**src/rtl/scl_gen_pkg.sv**
```systemverilog
package scl_gen_pkg;

  // Phases of the serial clock sequencer
  typedef enum logic [2:0] {
    PH_IDLE  = 3'd0,
    PH_START = 3'd1,
    PH_LOW   = 3'd2,
    PH_REL   = 3'd3,
    PH_HIGH  = 3'd4
  } scl_phase_e;

  // Count register select codes
  localparam logic [1:0] SEL_STD_HI  = 2'd0;
  localparam logic [1:0] SEL_STD_LO  = 2'd1;
  localparam logic [1:0] SEL_FAST_HI = 2'd2;
  localparam logic [1:0] SEL_FAST_LO = 2'd3;
  localparam int         NUM_CNT_REGS = 4;

  // Cycles added to a programmed count in each timed phase
  localparam int START_EXTRA = 3;  // START hold = high count + 3
  localparam int HIGH_TAIL   = 4;  // counted part of a high phase past the count
  localparam int SYNC_DEPTH  = 2;  // bus level synchroniser stages

endpackage

```
**src/rtl/scl_cnt_regs.sv**
```systemverilog
module scl_cnt_regs
  import scl_gen_pkg::*;
#(
  parameter int CNT_W   = 16,
  parameter int STD_HI0 = 492,
  parameter int STD_LO0 = 587,
  parameter int FST_HI0 = 67,
  parameter int FST_LO0 = 161
) (
  input  logic             clk,
  input  logic             rst_n,
  input  logic             enable,
  input  logic             wr_en,
  input  logic [1:0]       wr_sel,
  input  logic [CNT_W-1:0] wr_data,
  input  logic             use_fast,
  output logic [CNT_W-1:0] hi_cnt,
  output logic [CNT_W-1:0] lo_cnt
);

  logic [CNT_W-1:0] cnt_q [NUM_CNT_REGS];

  function automatic logic [CNT_W-1:0] reset_value(input int idx);
    case (idx)
      0:       return CNT_W'(STD_HI0);
      1:       return CNT_W'(STD_LO0);
      2:       return CNT_W'(FST_HI0);
      default: return CNT_W'(FST_LO0);
    endcase
  endfunction

  // One storage word per select code; writes only land while stopped
  for (genvar g = 0; g < NUM_CNT_REGS; g++) begin : g_cnt
    always_ff @(posedge clk or negedge rst_n) begin
      if (!rst_n) begin
        cnt_q[g] <= reset_value(g);
      end else if (wr_en && !enable && (wr_sel == 2'(g))) begin
        cnt_q[g] <= wr_data;
      end
    end
  end

  // Pair selection follows the captured speed class
  always_comb begin
    if (use_fast) begin
      hi_cnt = cnt_q[SEL_FAST_HI];
      lo_cnt = cnt_q[SEL_FAST_LO];
    end else begin
      hi_cnt = cnt_q[SEL_STD_HI];
      lo_cnt = cnt_q[SEL_STD_LO];
    end
  end

  AST_WRITE_LOCKED: assert property (@(posedge clk) disable iff (!rst_n)
    enable |=> ($stable(cnt_q[0]) && $stable(cnt_q[1]) &&
                $stable(cnt_q[2]) && $stable(cnt_q[3])));

endmodule

```
**src/rtl/scl_level_sync.sv**
```systemverilog
module scl_level_sync #(
  parameter int   STAGES  = 2,
  parameter logic RST_VAL = 1'b1
) (
  input  logic clk,
  input  logic rst_n,
  input  logic async_in,
  output logic sync_out
);

  logic [STAGES-1:0] chain_q;

  for (genvar s = 0; s < STAGES; s++) begin : g_stage
    if (s == 0) begin : g_first
      always_ff @(posedge clk or negedge rst_n) begin
        if (!rst_n) chain_q[s] <= RST_VAL;
        else        chain_q[s] <= async_in;
      end
    end else begin : g_next
      always_ff @(posedge clk or negedge rst_n) begin
        if (!rst_n) chain_q[s] <= RST_VAL;
        else        chain_q[s] <= chain_q[s-1];
      end
    end
  end

  assign sync_out = chain_q[STAGES-1];

endmodule

```
**src/rtl/scl_phase_ctrl.sv**
```systemverilog
module scl_phase_ctrl
  import scl_gen_pkg::*;
#(
  parameter int CNT_W = 16
) (
  input  logic             clk,
  input  logic             rst_n,
  input  logic             enable,
  input  logic             fast_mode,
  input  logic             req_start,
  input  logic             req_stop,
  input  logic             req_run,
  input  logic             scl_s,
  input  logic [CNT_W-1:0] hi_cnt,
  input  logic [CNT_W-1:0] lo_cnt,
  output logic             mode_fast,
  output logic             scl_oe,
  output logic             bit_tick
);

  localparam int TW = CNT_W + 2;

  scl_phase_e     state_q;
  logic [TW-1:0]  cnt_q;
  logic           stop_pend_q;
  logic           seen_low_q;
  logic           mode_q;

  logic [TW-1:0]  start_lim;
  logic [TW-1:0]  high_lim;
  logic [TW-1:0]  low_lim;
  logic           low_done;
  logic           high_done;
  logic           start_done;
  logic           bus_high_ok;

  assign start_lim  = TW'(hi_cnt) + TW'(START_EXTRA - 1);
  assign high_lim   = TW'(hi_cnt) + TW'(HIGH_TAIL);
  assign low_lim    = TW'(lo_cnt);
  assign start_done = (cnt_q == start_lim);
  assign high_done  = (cnt_q == high_lim);
  assign low_done   = (cnt_q >= low_lim);
  // A high phase starts only after the bus has been seen low then high
  assign bus_high_ok = scl_s && seen_low_q;

  always_ff @(posedge clk or negedge rst_n) begin
    if (!rst_n) begin
      state_q     <= PH_IDLE;
      cnt_q       <= '0;
      stop_pend_q <= 1'b0;
      seen_low_q  <= 1'b0;
      mode_q      <= 1'b0;
    end else if (!enable) begin
      state_q     <= PH_IDLE;
      cnt_q       <= '0;
      stop_pend_q <= 1'b0;
      seen_low_q  <= 1'b0;
    end else begin
      case (state_q)
        PH_IDLE: begin
          cnt_q <= '0;
          if (req_start) begin
            mode_q      <= fast_mode;
            stop_pend_q <= 1'b0;
            state_q     <= PH_START;
          end
        end
        PH_START: begin
          if (start_done) begin
            cnt_q      <= '0;
            seen_low_q <= 1'b0;
            state_q    <= PH_LOW;
          end else begin
            cnt_q <= cnt_q + 1'b1;
          end
        end
        PH_LOW: begin
          if (!scl_s) seen_low_q <= 1'b1;
          if (!low_done) begin
            cnt_q <= cnt_q + 1'b1;
          end else if (req_stop) begin
            stop_pend_q <= 1'b1;
            cnt_q       <= '0;
            state_q     <= PH_REL;
          end else if (req_run) begin
            cnt_q   <= '0;
            state_q <= PH_REL;
          end
        end
        PH_REL: begin
          if (!scl_s) seen_low_q <= 1'b1;
          if (bus_high_ok) begin
            cnt_q   <= '0;
            state_q <= PH_HIGH;
          end
        end
        PH_HIGH: begin
          if (high_done) begin
            cnt_q      <= '0;
            seen_low_q <= 1'b0;
            if (stop_pend_q) begin
              stop_pend_q <= 1'b0;
              state_q     <= PH_IDLE;
            end else begin
              state_q <= PH_LOW;
            end
          end else begin
            cnt_q <= cnt_q + 1'b1;
          end
        end
        default: begin
          cnt_q   <= '0;
          state_q <= PH_IDLE;
        end
      endcase
    end
  end

  assign mode_fast = mode_q;
  assign scl_oe    = (state_q == PH_LOW);
  assign bit_tick  = (state_q == PH_HIGH) && high_done && !stop_pend_q;

  AST_DISABLE_RELEASES: assert property (@(posedge clk) disable iff (!rst_n)
    !enable |=> !scl_oe);
  AST_LOW_NO_OVERRUN: assert property (@(posedge clk) disable iff (!rst_n)
    (state_q == PH_LOW) |-> (cnt_q <= low_lim));
  AST_WAIT_FOR_BUS: assert property (@(posedge clk) disable iff (!rst_n)
    (enable && state_q == PH_REL && !scl_s) |=> (state_q == PH_REL));
  AST_MODE_HELD: assert property (@(posedge clk) disable iff (!rst_n)
    (state_q != PH_IDLE && $past(state_q) != PH_IDLE) |-> $stable(mode_q));
  AST_TICK_RELEASED: assert property (@(posedge clk) disable iff (!rst_n)
    bit_tick |-> !scl_oe);
  AST_TICK_SINGLE: assert property (@(posedge clk) disable iff (!rst_n)
    bit_tick |=> !bit_tick);

endmodule

```
**src/rtl/scl_phase_gen.sv**
```systemverilog
module scl_phase_gen
  import scl_gen_pkg::*;
#(
  parameter int CNT_W   = 16,
  parameter int STD_HI0 = 492,
  parameter int STD_LO0 = 587,
  parameter int FST_HI0 = 67,
  parameter int FST_LO0 = 161
) (
  input  logic             clk,
  input  logic             rst_n,
  input  logic             enable,
  input  logic             fast_mode,
  input  logic             cfg_we,
  input  logic [1:0]       cfg_sel,
  input  logic [CNT_W-1:0] cfg_wdata,
  input  logic             req_start,
  input  logic             req_stop,
  input  logic             req_run,
  input  logic             scl_in,
  output logic             scl_oe,
  output logic             bit_tick
);

  logic             mode_fast;
  logic             scl_s;
  logic [CNT_W-1:0] hi_cnt;
  logic [CNT_W-1:0] lo_cnt;

  scl_cnt_regs #(
    .CNT_W  (CNT_W),
    .STD_HI0(STD_HI0),
    .STD_LO0(STD_LO0),
    .FST_HI0(FST_HI0),
    .FST_LO0(FST_LO0)
  ) u_regs (
    .clk     (clk),
    .rst_n   (rst_n),
    .enable  (enable),
    .wr_en   (cfg_we),
    .wr_sel  (cfg_sel),
    .wr_data (cfg_wdata),
    .use_fast(mode_fast),
    .hi_cnt  (hi_cnt),
    .lo_cnt  (lo_cnt)
  );

  scl_level_sync #(
    .STAGES (SYNC_DEPTH),
    .RST_VAL(1'b1)
  ) u_sync (
    .clk     (clk),
    .rst_n   (rst_n),
    .async_in(scl_in),
    .sync_out(scl_s)
  );

  scl_phase_ctrl #(
    .CNT_W(CNT_W)
  ) u_ctrl (
    .clk      (clk),
    .rst_n    (rst_n),
    .enable   (enable),
    .fast_mode(fast_mode),
    .req_start(req_start),
    .req_stop (req_stop),
    .req_run  (req_run),
    .scl_s    (scl_s),
    .hi_cnt   (hi_cnt),
    .lo_cnt   (lo_cnt),
    .mode_fast(mode_fast),
    .scl_oe   (scl_oe),
    .bit_tick (bit_tick)
  );

endmodule

```
**config.mk**
```make
export PLATFORM = sky130hd
export DESIGN_NAME = scl_phase_gen
export DESIGN_NICKNAME = d
export VERILOG_FILES = /design/src/rtl/scl_gen_pkg.sv /design/src/rtl/scl_cnt_regs.sv /design/src/rtl/scl_level_sync.sv /design/src/rtl/scl_phase_ctrl.sv /design/src/rtl/scl_phase_gen.sv
export SDC_FILE = /design/constraint.sdc
export NUM_CORES = 1
export LEC_CHECK = 0
export BUFFER_PORTS_ARGS = -buffer_cell sky130_fd_sc_hd__buf_2
export CAP_MARGIN = 10
export CORE_ASPECT_RATIO = 0.6
export CORE_MARGIN = 2
export CORE_UTILIZATION = 69
export CTS_BUF_LIST = sky130_fd_sc_hd__clkbuf_4
export CTS_CLUSTER_SIZE = 14
export DETAILED_ROUTE_END_ITERATION = 16
export GPL_ROUTABILITY_DRIVEN = 0
export PLACE_DENSITY_LB_ADDON = 0.12
export SYNTH_ARGS = -nofsm -noshare
export SYNTH_HDL_FRONTEND = slang
export SYNTH_SLANG_ARGS = --single-unit
```
**constraint.sdc**
```tcl
create_clock -name clk -period 7.6 [get_ports clk]
set_input_delay 1.52 -clock clk [delete_from_list [all_inputs] [get_ports clk]]
set_output_delay 1.52 -clock clk [all_outputs]
set_load 0.1 [all_outputs]
```
==> key figures <==
Timing
  – Skew final: roughly 0.0097 ns
  – Fmax: 0.1753 GHz
  – Period Utilization, post-route: ~75%
  – Worst-Margin Slew: 1.222 ns
  – Final Hold Viols: 0
  – RSZ-0062 raised after global routing: no
  – Post-route setup TNS: 0 ns
  – Slew Viols, Final: 0
  – Setup violators final: 0
  – Final Critical Period: approximately 5.7 ns
  – Slew headroom: between 10% and 20%

Clock tree
  – CTS Buf Count: 9
  – Total clock sinks: 90
  – Post-CTS Repair Setup Buffers: 0
  – Hold Buf Count CTS: 0
  – H-tree depth: 3
  – Insertion delay to the later sink of the worst-skew pair: about 0.47 ns
  – Post-CTS Resized: 0
  – CTS tree: built
  – Clock transition at path regs: between 0.1 and 0.15 ns
  – Root Driver: clkbuf_4
  – Deepest clock path buffer count: 2

Setup path
  – Worst Path Required: between 6 and 7 ns
  – Worst Path Max Fanout: 47
  – CP Launch Type: register
  – Crit Path Category: reg -> out
  – Worst r2r dst: u_ctrl.cnt_q[14]$_DFFE_PN0P_
  – CP endpoint: bit_tick
  – Worst r2r src: u_ctrl.mode_fast$_DFFE_PN0P_
  – Worst reg-to-reg path cell count: 11
  – FF-to-FF setup slack: 3.02 ns
  – CP startpoint: u_ctrl.mode_fast$_DFFE_PN0P_
  – Critical path arrival: 4.18 ns
  – CP Capture Type: primary output

Pwr
  – Leak: about 0.0024 uW
  – Worst VDD drop: 0.1517 mV
  – Power Density: 228.7 nW/um^2

Logic synthesis
  – Synth area leaders: dfrtp_1 32%, mux2_2 14%, dfstp_2 8.9%, xnor2_1 5.9%, mux2i_1 5.2%
  – Synth unique cells: 73
  – Prevailing post-synth register cell: dfrtp_1
  – Synthesized flop and latch total: 90
  – Ys Warns: 0
  – Share of flip-flops with an asynchronous set or reset: 100.0%
  – Yosys top cell area share: 31.57%
  – Synth top cells by count: 71 x dfrtp_1, 69 x mux2_2, 39 x nand2_1
  – Seq/Total Area, Yosys: roughly 40%
  – Post-synthesis net count: ~560
  – EDFF count, synth: 0
  – Mean area per synthesized cell: between 10 and 15 sq um
  – Top-count cell post-synth: dfrtp_1
  – Yosys top cell by area: dfrtp_1
  – Cells after synthesis: 516
  – Post-synth design cell area: between 5000 and 6000 sq um

Placed design
  – Inst Count DP: 639
  – Detail Placement HPWL: between 10,000 and 15,000 microns
  – Placed Area: roughly 5800 sq um
  – PortBufs: 28

Floorplan
  – # rows: 25
  – Die Y: between 70 and 80 microns
  – Core footprint: 7883 sq um
  – DIE AREA: 8919 sq um
  – Die Wd: 120.6 microns
  – IO Count: 29
  – Initial Utilization: around 71%

Routing
  – DRC Markers: 0
  – Pre-Repair DR Iteration Count: 6
  – Final antenna-violating net count: 0
  – Drt total wl: about 14,000 microns
  – Starting DRT DRC Count: 483
  – Avg WL per Cell: between 20 and 25 microns
  – Via count: between 4,000 and 5,000
  – Via density: about 6.8

Global routing
  – Vias in the first global route: between 4,000 and 5,000
  – Antenna violations before repair: 0
  – Largest net degree at the start of global routing: 50
  – First-pass GRT wire length: between 20,000 and 25,000 microns
  – Remaining Overflow, GRT: 0
  – GRT Overall Usage: between 30 and 40%

Min path
  – HP Start: u_sync.chain_q[0]$_DFF_PN1_
  – HP Class: reg -> reg

Outcome
  – Status: complete, no violations

Cells and area
  – Share of cells above drive strength 1: a little under 30%
  – Area growth syn-to-layout: 6.736%
  – Final instance area: ~6000 sq um
  – ANT cells: 0
  – Non-filler cells in the finished layout: 655
  – Net count of the finished layout: 588

Run
  – Max-cap viol count: 0
## final cells by class
class / count / area (sq um)
sequential: 90 / 2277
fill: 571 / 1876
multi-input combinational: 400 / 3224
clock buffer: 11 / 82.58
tap: 108 / 135.1
clock inverter: 5 / 77.57
inverter: 8 / 30.03
timing repair buffer: 33 / 180.2
## critical path: stages, from the launching register on
cell and delay (ns):
dfrtp_2 0.57, buf_4 0.55, mux2_2 0.31, ha_1 0.29
nand4_1 0.15, a22oi_1 0.44, and4_1 0.26, a211o_1 0.12
and3_1 0.15, nand4_1 0.13, nor4_1 0.26, buf_2 0.47
## how the worst min path moves through the flow
stage	endpoint	cells past startpoint
finish	u_sync.sync_out$_DFF_PN1_	0
CTS	u_sync.sync_out$_DFF_PN1_	0
detailed placement	u_sync.sync_out$_DFF_PN1_	0
global route	u_sync.sync_out$_DFF_PN1_	0
floorplan	u_sync.sync_out$_DFF_PN1_	0
global placement	u_sync.sync_out$_DFF_PN1_	0
## report_power, final
part	total (uW)	switching (uW)	leakage, uW	internal [uW]
registers	643	71.4	0.00109	571
clock network	303	162	0.0000889	141
logic	428	229	0.00124	200
total	1370	462	0.00242	911
## cells in the final DEF, fill, tap and decap left out, types with 6 or more instances in the layout
cell type / count
nand2b_1: 7
a21oi_2: 10
o21ai_0: 14
a21oi_1: 14
nor3_1: 14
xor2_1: 6
dfstp_2: 19
mux2i_1: 29
nor2_1: 16
buf_4: 6
mux2_2: 69
xnor2_1: 38
nand3_1: 20
clkbuf_4: 11
nand2_1: 39
dfrtp_1: 70
inv_1: 8
ha_1: 19
nand4_1: 10
buf_2: 27
## registers in the layout, indices dropped and copies added (netlist names)
name and flops:
u_ctrl.stop_pend_q 1, u_sync.chain_q 1, u_ctrl.state_q 3, u_ctrl.seen_low_q 1
u_ctrl.mode_fast 1, u_regs.cnt_q 64, u_ctrl.cnt_q 18, u_sync.sync_out 1
## stage by stage
step	hold slack [ns]	util [%]	total power (uW)	setup slack, ns
3_5_place_dp	0.3489	74.17	1065	2.449
3_3_place_gp	0.3463	74.17	1038	2.552
5_1_grt	0.3670	76.21	1443	1.540
4_1_cts	0.3674	76.21	1368	1.900
2_1_floorplan	0.3452	-	953.8	1.014
6_report	0.3585	76.21	1374	1.896
## cells by family (layout without fill, tap and decap cells)
family | Yosys count | count (layout) | synth area share (%)
AO/OA/AOI/OAI | 88 | 88 | 12.27
multiplexers | 98 | 98 | 18.96
adder cells (fa/ha/maj) | 19 | 19 | 4.224
AND/OR/NAND/NOR | 151 | 151 | 14.90
buffers and inverters | 26 | 57 | 2.356
XOR/XNOR | 44 | 44 | 6.847
flip-flops | 90 | 90 | 40.44
## routing by layer
layer | GRT usage, % | vias up | wire length [microns]
met3 | 8.589 | 51 | 1335
met4 | 12.14 | 0 | 348
met2 | 51.48 | 224 | 6053
met1 | 46.11 | 2198 | 5979
li1 | - | 1977 | -
met5 | 0 | - | 0
No activity file was read; power rests on OpenSTA's default activity.
